## config.mk

```make
export PLATFORM = sky130hd
export DESIGN_NAME = ddr_fchg_seq
export DESIGN_NICKNAME = d
export VERILOG_FILES = /design/src/rtl/fchg_pkg.sv /design/src/rtl/fchg_timer.sv /design/src/rtl/fchg_tck_chk.sv /design/src/rtl/fchg_fsm.sv /design/src/rtl/ddr_fchg_seq.sv
export SDC_FILE = /design/constraint.sdc
export NUM_CORES = 1
export LEC_CHECK = 0
export BUFFER_PORTS_ARGS = -buffer_cell sky130_fd_sc_hd__buf_2
export CORE_AREA = 4 4 69 71
export CTS_CLUSTER_SIZE = 10
export DETAILED_ROUTE_END_ITERATION = 7
export DIE_AREA = 0 0 73 75
export SYNTH_ARGS = -nofsm -noshare
export SYNTH_HDL_FRONTEND = slang
export SYNTH_SLANG_ARGS = --single-unit
```

## constraint.sdc

```tcl
create_clock -name clk_i -period 2.3 [get_ports clk_i]
set_input_delay 0.23 -clock clk_i [delete_from_list [all_inputs] [get_ports clk_i]]
set_output_delay 0.23 -clock clk_i [all_outputs]
set_load 0.02 [all_outputs]
```

## src/rtl/fchg_pkg.sv

```systemverilog
package fchg_pkg;
  typedef enum logic [1:0] {
    CMD_NOP     = 2'b00,
    CMD_MRS_DLL = 2'b01,
    CMD_MRS_LAT = 2'b10
  } cmd_e;

  typedef enum logic [3:0] {
    ST_IDLE,
    ST_ODT_OFF,
    ST_PD_HOLD,
    ST_CLK_REQ,
    ST_CLK_STBL,
    ST_XP,
    ST_MRS_DLL,
    ST_MRD,
    ST_MRS_LAT,
    ST_RELOCK,
    ST_DONE
  } state_e;
endpackage

```

## src/rtl/fchg_timer.sv

```systemverilog
module fchg_timer #(
  parameter int W = 4
) (
  input  logic         clk_i,
  input  logic         rst_ni,
  input  logic         load_i,
  input  logic [W-1:0] val_i,
  output logic         zero_o
);
  logic [W-1:0] cnt_q;

  always_ff @(posedge clk_i or negedge rst_ni) begin
    if (!rst_ni)              cnt_q <= '0;
    else if (load_i)          cnt_q <= val_i;
    else if (cnt_q != '0)     cnt_q <= cnt_q - 1'b1;
  end

  assign zero_o = (cnt_q == '0);
endmodule

```

## src/rtl/fchg_tck_chk.sv

```systemverilog
module fchg_tck_chk #(
  parameter int TCK_W   = 16,
  parameter int TCK_MIN = 2500,
  parameter int TCK_MAX = 8000
) (
  input  logic [TCK_W-1:0] tck_i,
  output logic             in_range_o
);
  localparam logic [TCK_W-1:0] MIN_V = TCK_W'(TCK_MIN);
  localparam logic [TCK_W-1:0] MAX_V = TCK_W'(TCK_MAX);

  assign in_range_o = (tck_i >= MIN_V) && (tck_i <= MAX_V);
endmodule

```

## src/rtl/fchg_fsm.sv

```systemverilog
module fchg_fsm
  import fchg_pkg::*;
#(
  parameter int T_AOFD    = 3,
  parameter int T_CKE_CHG = 2,
  parameter int T_XP      = 2,
  parameter int T_MRD     = 2,
  parameter int T_DLLK    = 200,
  parameter int STEP_W    = 2,
  parameter int RLK_W     = 8
) (
  input  logic              clk_i,
  input  logic              rst_ni,
  input  logic              accept_i,
  input  logic              upd_i,
  input  logic              odt_i,
  input  logic              clk_ready_i,
  input  logic              clk_stable_i,
  input  logic              step_zero_i,
  input  logic              rlk_zero_i,
  output logic              step_load_o,
  output logic [STEP_W-1:0] step_val_o,
  output logic              rlk_load_o,
  output logic [RLK_W-1:0]  rlk_val_o,
  output logic              cke_o,
  output logic              odt_o,
  output logic [1:0]        cmd_o,
  output logic              clk_chg_req_o,
  output logic              busy_o,
  output logic              done_o
);
  state_e st_q, st_d;

  always_ff @(posedge clk_i or negedge rst_ni) begin
    if (!rst_ni) st_q <= ST_IDLE;
    else         st_q <= st_d;
  end

  always_comb begin
    st_d        = st_q;
    step_load_o = 1'b0;
    step_val_o  = '0;
    rlk_load_o  = 1'b0;
    rlk_val_o   = RLK_W'(T_DLLK - 1);
    unique case (st_q)
      ST_IDLE: if (accept_i) begin
        st_d        = ST_ODT_OFF;
        step_load_o = 1'b1;
        step_val_o  = STEP_W'(T_AOFD - 1);
      end
      ST_ODT_OFF: if (step_zero_i) begin
        st_d        = ST_PD_HOLD;
        step_load_o = 1'b1;
        step_val_o  = STEP_W'(T_CKE_CHG - 1);
      end
      ST_PD_HOLD:  if (step_zero_i) st_d = ST_CLK_REQ;
      ST_CLK_REQ:  if (clk_ready_i) st_d = ST_CLK_STBL;
      ST_CLK_STBL: if (clk_stable_i) begin
        st_d        = ST_XP;
        step_load_o = 1'b1;
        step_val_o  = STEP_W'(T_XP - 1);
      end
      ST_XP: if (step_zero_i) st_d = ST_MRS_DLL;
      ST_MRS_DLL: begin
        rlk_load_o = 1'b1;
        if (upd_i) begin
          st_d        = ST_MRD;
          step_load_o = 1'b1;
          step_val_o  = STEP_W'(T_MRD - 1);
        end else begin
          st_d = ST_RELOCK;
        end
      end
      ST_MRD:     if (step_zero_i) st_d = ST_MRS_LAT;
      ST_MRS_LAT: st_d = ST_RELOCK;
      ST_RELOCK:  if (rlk_zero_i) st_d = ST_DONE;
      ST_DONE:    st_d = ST_IDLE;
      default:    st_d = ST_IDLE;
    endcase
  end

  // Device side is Moore-decoded from the state
  always_comb begin
    cke_o         = !(st_q inside {ST_PD_HOLD, ST_CLK_REQ, ST_CLK_STBL});
    odt_o         = (st_q == ST_IDLE) ? odt_i : 1'b0;
    clk_chg_req_o = (st_q == ST_CLK_REQ);
    busy_o        = (st_q != ST_IDLE);
    done_o        = (st_q == ST_DONE);
    unique case (st_q)
      ST_MRS_DLL: cmd_o = CMD_MRS_DLL;
      ST_MRS_LAT: cmd_o = CMD_MRS_LAT;
      default:    cmd_o = CMD_NOP;
    endcase
  end
endmodule

```

## src/rtl/ddr_fchg_seq.sv

```systemverilog
module ddr_fchg_seq #(
  parameter int TCK_W     = 16,
  parameter int TCK_MIN   = 2500,
  parameter int TCK_MAX   = 8000,
  parameter int T_AOFD    = 3,
  parameter int T_CKE_CHG = 2,
  parameter int T_XP      = 2,
  parameter int T_MRD     = 2,
  parameter int T_DLLK    = 200
) (
  input  logic             clk_i,
  input  logic             rst_ni,
  input  logic             req_i,
  input  logic [TCK_W-1:0] tck_i,
  input  logic             upd_lat_i,
  input  logic             banks_idle_i,
  input  logic             odt_i,
  input  logic             clk_ready_i,
  input  logic             clk_stable_i,
  output logic             cke_o,
  output logic             odt_o,
  output logic [1:0]       cmd_o,
  output logic             clk_chg_req_o,
  output logic [TCK_W-1:0] clk_tck_o,
  output logic             busy_o,
  output logic             done_o,
  output logic             reject_o
);
  localparam int STEP_MAX1 = (T_AOFD > T_CKE_CHG) ? T_AOFD : T_CKE_CHG;
  localparam int STEP_MAX2 = (T_XP > T_MRD) ? T_XP : T_MRD;
  localparam int STEP_MAX  = (STEP_MAX1 > STEP_MAX2) ? STEP_MAX1 : STEP_MAX2;
  localparam int STEP_W    = $clog2(STEP_MAX + 1);
  localparam int RLK_W     = $clog2(T_DLLK + 1);

  logic              in_range, accept;
  logic              step_load, step_zero, rlk_load, rlk_zero;
  logic [STEP_W-1:0] step_val;
  logic [RLK_W-1:0]  rlk_val;
  logic [TCK_W-1:0]  tck_q;
  logic              upd_q, reject_q;

  fchg_tck_chk #(.TCK_W(TCK_W), .TCK_MIN(TCK_MIN), .TCK_MAX(TCK_MAX)) u_rng (
    .tck_i      (tck_i),
    .in_range_o (in_range)
  );

  assign accept = req_i && !busy_o && in_range && banks_idle_i;

  always_ff @(posedge clk_i or negedge rst_ni) begin
    if (!rst_ni) begin
      tck_q    <= '0;
      upd_q    <= 1'b0;
      reject_q <= 1'b0;
    end else begin
      reject_q <= req_i && !busy_o && !(in_range && banks_idle_i);
      if (accept) begin
        tck_q <= tck_i;
        upd_q <= upd_lat_i;
      end
    end
  end

  fchg_timer #(.W(STEP_W)) u_step (
    .clk_i, .rst_ni, .load_i(step_load), .val_i(step_val), .zero_o(step_zero)
  );

  fchg_timer #(.W(RLK_W)) u_rlk (
    .clk_i, .rst_ni, .load_i(rlk_load), .val_i(rlk_val), .zero_o(rlk_zero)
  );

  fchg_fsm #(
    .T_AOFD(T_AOFD), .T_CKE_CHG(T_CKE_CHG), .T_XP(T_XP), .T_MRD(T_MRD),
    .T_DLLK(T_DLLK), .STEP_W(STEP_W), .RLK_W(RLK_W)
  ) u_fsm (
    .clk_i, .rst_ni,
    .accept_i      (accept),
    .upd_i         (upd_q),
    .odt_i         (odt_i),
    .clk_ready_i   (clk_ready_i),
    .clk_stable_i  (clk_stable_i),
    .step_zero_i   (step_zero),
    .rlk_zero_i    (rlk_zero),
    .step_load_o   (step_load),
    .step_val_o    (step_val),
    .rlk_load_o    (rlk_load),
    .rlk_val_o     (rlk_val),
    .cke_o         (cke_o),
    .odt_o         (odt_o),
    .cmd_o         (cmd_o),
    .clk_chg_req_o (clk_chg_req_o),
    .busy_o        (busy_o),
    .done_o        (done_o)
  );

  assign clk_tck_o = tck_q;
  assign reject_o  = reject_q;
endmodule

```

-- Word-level counts from Yosys, hierarchy flattened
Index checks and enable logic that the tools add are counted.
- flip-flop bits (word level): 32
- bits in latches: 0
- memory bits (writable): 0
- ROM bits: 0
- input port bits: 24
- output and inout bits: 24
- word-level logic and storage cells: 74
- memories: 0
- $add $sub $neg: 2
- $mul: 0
- divide/modulo/power cells: 0
- order comparisons: 2
- equal/unequal tests: 18
- shifts and indexed selects: 0
- multiplexer cells: 27
- bitwise operators: 0
- reduce and logical (&&, ||, !) cells: 19
- operators with widths (cell ; count):
    4-bit one-hot mux with 10 select lines ; 1
    4-bit 2-to-1 mux ; 9
    4-bit by 3-bit == test with 1-bit output (second input constant) ; 4
    16-bit by 12-bit greater-or-equal comparator with 1-bit output (second input constant) ; 1
    16-bit by 13-bit <= comparator with 1-bit output (second input constant) ; 1
    8-bit 2-to-1 mux ; 2
    2-bit inequality test (second input constant) ; 8
    4-bit == test (second input constant) ; 3
    1-bit 2-to-1 mux ; 9
    4-bit by 2-bit == test with 1-bit output (second input constant) ; 2
    8-bit logical NOT ; 1
    2-bit one-hot mux with 4 select lines ; 1
    8-bit AND reduction ; 1
    8-bit nonzero test ; 1
    8-bit by 1-bit subtractor with 8-bit output (second input constant) ; 1
    1-bit logical AND ; 6
    2-bit 2-to-1 mux ; 3
    2-bit nonzero test ; 3
    4-bit by 1-bit == test with 1-bit output (second input constant) ; 1
    4-bit logical NOT ; 1
    1-bit one-hot mux with 4 select lines ; 1
    2-bit one-hot mux with 2 select lines ; 1
    4-bit nonzero test ; 1
    1-bit logical NOT ; 3
    other kinds (3) ; 3

-- Logic depth before layout (Yosys ltp)
- word-level depth: 8
- depth in mapped cells: 7
- gate-level depth less buffers: 7

-- Hierarchy
Synthesis repeated with hierarchy kept, for this count alone.
- cells, all modules: 197
- area total of the unflattened synthesis: 2013.2 um^2
- by module, submodules not included (module ; times used ; cells an instance ; area an instance (um^2) ; seq. area each (um^2)):
    ddr_fchg_seq ; 1 ; 40 ; 725.7 ; 450.4
    fchg_fsm ; 1 ; 79 ; 598.1 ; 100.1
    fchg_timer (u_rlk) ; 1 ; 54 ; 476.7 ; 200.2
    fchg_timer (u_step) ; 1 ; 12 ; 113.9 ; 50.0
    fchg_tck_chk ; 1 ; 12 ; 98.8 ; 0.0

-- Worst setup path before layout
No wires, ideal clock.
- path type: flip-flop to flip-flop
- from: register u_fsm.st_q[1]
- to: register tck_q[10], in the netlist clk_tck_o[10]
- setup time: 0.125 ns
- data arrival time: 1.710 ns
- data required time: 2.175 ns
- path slack: 0.465 ns
- stages on the path, launching flop included: 7
- buffers on the path: 3
- clock period less this slack: 1.835 ns
- path through: dfrtp_1 > clkbuf_1 > nor4_1 > and3_1 > buf_6 > buf_12 > mux2_4
- cells in the longest elaborated chain, start to end: 5
- ends and longest elaborated chain (element ; line ; RTL):
    from (decl) ; fchg_fsm.sv:32 ; state_e st_q, st_d;
    from (signal assigned) ; fchg_fsm.sv:36 ; else st_q <= st_d;
    4-bit nonzero test ; fchg_fsm.sv:87 ; busy_o = (st_q != ST_IDLE);
    1-bit logical NOT ; ddr_fchg_seq.sv:47 ; assign accept = req_i && !busy_o && in_range && banks_idle_i;
    1-bit logical AND (3 in series) ; ddr_fchg_seq.sv:47 ;
    to (signal assigned) ; ddr_fchg_seq.sv:57 ; tck_q <= tck_i;
    to (decl) ; ddr_fchg_seq.sv:39 ; logic [TCK_W-1:0] tck_q;
No other way between the ends.
A chain may end at the register's enable or synchronous reset.

-- Worst setup path in the final report
- from: register u_rlk.cnt_q[0]
- to: register u_fsm.st_q[0]
- cells in the longest elaborated chain, start to end: 3
- ends and longest elaborated chain (element ; line ; RTL):
    from (decl) ; fchg_timer.sv:10 ; logic [W-1:0] cnt_q;
    from (signal assigned) ; fchg_timer.sv:14 ; else if (load_i) cnt_q <= val_i;
    from (signal assigned) ; fchg_timer.sv:15 ; else if (cnt_q != '0) cnt_q <= cnt_q - 1'b1;
    8-bit logical NOT ; fchg_timer.sv:18 ; assign zero_o = (cnt_q == '0);
    2-bit inequality test (no source line) ; n/a ;
    8-bit AND reduction (no source line) ; n/a ;
No other way between the ends.

==> summary.txt <==
Timing
  – Tmin final: 2.009 ns
  – Setup Viol. Count Final: 0
  – Worst rel slew slack: between 50% and 60%
  – Max Clk Rate: 497.7 MHz
  – Worst slew pin tran: around 0.72 ns
  – Final hold vios: 0
  – Period utilisation layout: 87.36%
  – Setup_tns: 0 ns
  – Worst Clk Skew: 0.003891 ns
  – RSZ-0062 raised after global routing: false
  – Slew Viols, Final: 0

Clocking
  – CTS clock-pin slew for the worst setup and hold paths: 0.07 ns
  – Setup Fix Bufs, Post-CTS: 0
  – TritonCTS buffer count: 5
  – Clock Sinks: 32
  – Post-CTS sizing: 0
  – Clock latency on the worst-skew pair: 0.28 ns
  – Max Root-Sink Buffers: 2
  – CTS Root Cell: clkbuf_8
  – CTS tree: built
  – Cts hold-fix bufs: 0
  – H-tree depth: 2

Power
  – Switching share of power: 39.04%
  – Comb pwr share: 43.0%
  – Switch Pwr: roughly 1100 uW
  – Pint: 1699 uW
  – Share of power burned in registers: 35.9%
  – P_leak: ~0.0011 uW
  – Clk network pwr share: 21.1%
  – Max VDD drop: around 0.66 mV
  – Total power per unit cell area: 1332 nW/um^2

Floorplanning
  – Die width: 73 um
  – Starting density of the core: 39.63%
  – Core footprint: 4234 sq um
  – Die footprint: 5475 sq um
  – Overall die height: 75 um
  – I/O Pins: 48
  – Cell row count: 24

Logic synthesis
  – Share of the synthesized area in the top cell type: 47.73%
  – Fraction of registers with async set/reset: 100.0%
  – Leading area contributor after synthesis: dfrtp_1
  – Post-Synthesis Net Count: 187
  – Syn avg cell area: 10.49 sq um
  – Post-synth top cells: dfrtp_1 (32), nand2_1 (18), nor2_1 (11)
  – Synth top area cells: dfrtp_1 (48%), mux2_2 (6.0%), mux2_4 (4.5%)
  – Yosys cell types: 45
  – Most common cell in the netlist: dfrtp_1
  – Register area share after synthesis: between 40% and 50%
  – Yosys warns: 0
  – Main synth FF type: dfrtp_1
  – Number of synthesized flops with an enable pin: 0
  – Synthesized area: between 1500 and 2000 sq um
  – Cells after synthesis: 160
  – #FFs+latches synth: 32

Final layout
  – Antenna fix cells: 0
  – Share of cells above drive strength 1: between 30% and 40%
  – Syn-to-layout area delta: 24.68%
  – Final nets: approximately 240
  – Core Util, Final: 49.41%

Routing
  – Avg WL per Cell: between 10 and 15 um
  – Routed WL: around 3.8 mm
  – Drt pass-1 iters: 4
  – Vias: 1381
  – DR iter-0 viols: 47
  – Vias per cell: ~5.2
  – Drt drc: 0
  – Antenna Nets Post-Route: 0

Worst setup path
  – Startpoint Class: flop
  – WP data required: 2.47 ns
  – Worst path arrival time: 2.18 ns
  – Crit-path max FO: 6
  – CP Class: flop to flop
  – CP Capture Type: flop

Min path
  – Hold crit path type: input pin to async pin

Placed design
  – HPWL after detailed placement: 2.829 mm
  – Gpl congestion: 0.7563
  – I/O Buffers: 47

Global route
  – GR Util All Layers: 15.35%
  – Largest net degree at the start of global routing: 33
  – First-pass GRT wire length: 6.575 mm
  – Grt total ovfl: 0
  – Vias in the first global route: 1462
  – Initial antenna violation count: 0

Outcome
  – Status: complete, no violations

Run
  – MaxCap Viol Count: 0
critical path, cell delays in order (launching register included):
cell      delay [ns]
dfrtp_1         0.40
inv_1           0.13
ha_1            0.21
nor3b_1         0.41
a21o_1          0.19
o211ai_1        0.18
o41ai_1         0.39
cells in the final DEF (no fill, tap or decap), types with 3 or more instances in the layout:
| cell | synthesis | layout |
|---|---|---|
| mux2_2 | 9 | 9 |
| nor2b_1 | 9 | 9 |
| buf_2 | 0 | 47 |
| o211ai_1 | 3 | 3 |
| mux2_4 | 5 | 5 |
| nor2_1 | 11 | 11 |
| dfrtp_1 | 32 | 32 |
| a21oi_1 | 3 | 3 |
| o21ai_0 | 8 | 8 |
| ha_1 | 3 | 3 |
| nand2b_1 | 3 | 3 |
| inv_1 | 9 | 9 |
| nand2_1 | 18 | 18 |
| buf_4 | 0 | 5 |
| clkbuf_8 | 0 | 7 |
through the flow:
stage | setup slack [ns] | hold WS, ns | power (uW) | instance area [sq um] | std cells
global route | 0.08934 | 0.05487 | 3019 | 2092 | 265
CTS | 0.2687 | 0.02493 | 2826 | 2092 | 265
global placement | 0.3061 | 0.3149 | 2161 | 1966 | 257
detailed placement | 0.2116 | 0.3341 | 2216 | 1966 | 257
finish | 0.2907 | 0.004416 | 2787 | 2092 | 265
floorplan | 0.4653 | -0.06559 | 1838 | 1678 | 160
metal layers:
layer	vias to the layer above	GRT usage (%)	routed length [um]
li1	661	-	-
met1	673	18.13	1613
met2	40	26.51	1905
met3	7	4.673	222
met4	0	5.328	48
met5	-	0	0
area by class of cell:
cell class,instances,area (sq um)
Inverter,9,33.78
Clock inverter,1,30.03
Multi-Input combinational cell,112,793.3
Timing Repair Buffer,52,272.8
Tap cell,52,65.06
Clock buffer,7,96.34
Fill cell,390,2142
Sequential cell,32,800.8
kinds of logic after synthesis:
group | Yosys count | share of synthesized area, %
AO/OA/AOI/OAI | 28 | 11.78
XOR/XNOR | 3 | 1.566
adder cells (fa/ha/maj) | 3 | 2.237
buffers and inverters | 16 | 4.996
flip-flops | 32 | 47.73
multiplexers | 16 | 11.71
AND/OR/NAND/NOR | 62 | 19.98
state kept, by name (all words and copies together), names as in the netlist:
| name | cells |
|---|---|
| reject_o | 1 |
| clk_tck_o | 16 |
| upd_q | 1 |
| u_fsm.st_q | 4 |
| u_rlk.cnt_q | 8 |
| u_step.cnt_q | 2 |
power by group through the flow:
stage,Combinational [uW],Sequential (uW),Clock [uW]
after global placement,1170,996,0
final,1200,1000,587
after detailed placement,1210,1010,0
after global routing,1340,1040,638
after floorplan,802,1040,0
after CTS,1220,999,610
worst paths after layout:
check | slack (ns) | to | cells past startpoint | startpoint
max | 0.29 | u_fsm.st_q[0]$_DFFE_PN0P_ | 6 | u_rlk.cnt_q[0]$_DFFE_PN0P_
min | 0.004 | u_fsm.st_q[3]$_DFFE_PN0P_ | 1 | rst_ni
max reg2reg | 0.29 | u_fsm.st_q[0]$_DFFE_PN0P_ | 6 | u_rlk.cnt_q[0]$_DFFE_PN0P_
min reg2reg | 0.50 | clk_tck_o[13]$_DFFE_PN0N_ | 1 | clk_tck_o[13]$_DFFE_PN0N_
max in group asynchronous | 1.84 | clk_tck_o[15]$_DFFE_PN0N_ | 1 | rst_ni
min in group clk_i | 0.18 | upd_q$_DFFE_PN0N_ | 2 | upd_lat_i
(Power assumes the default switching activity.)
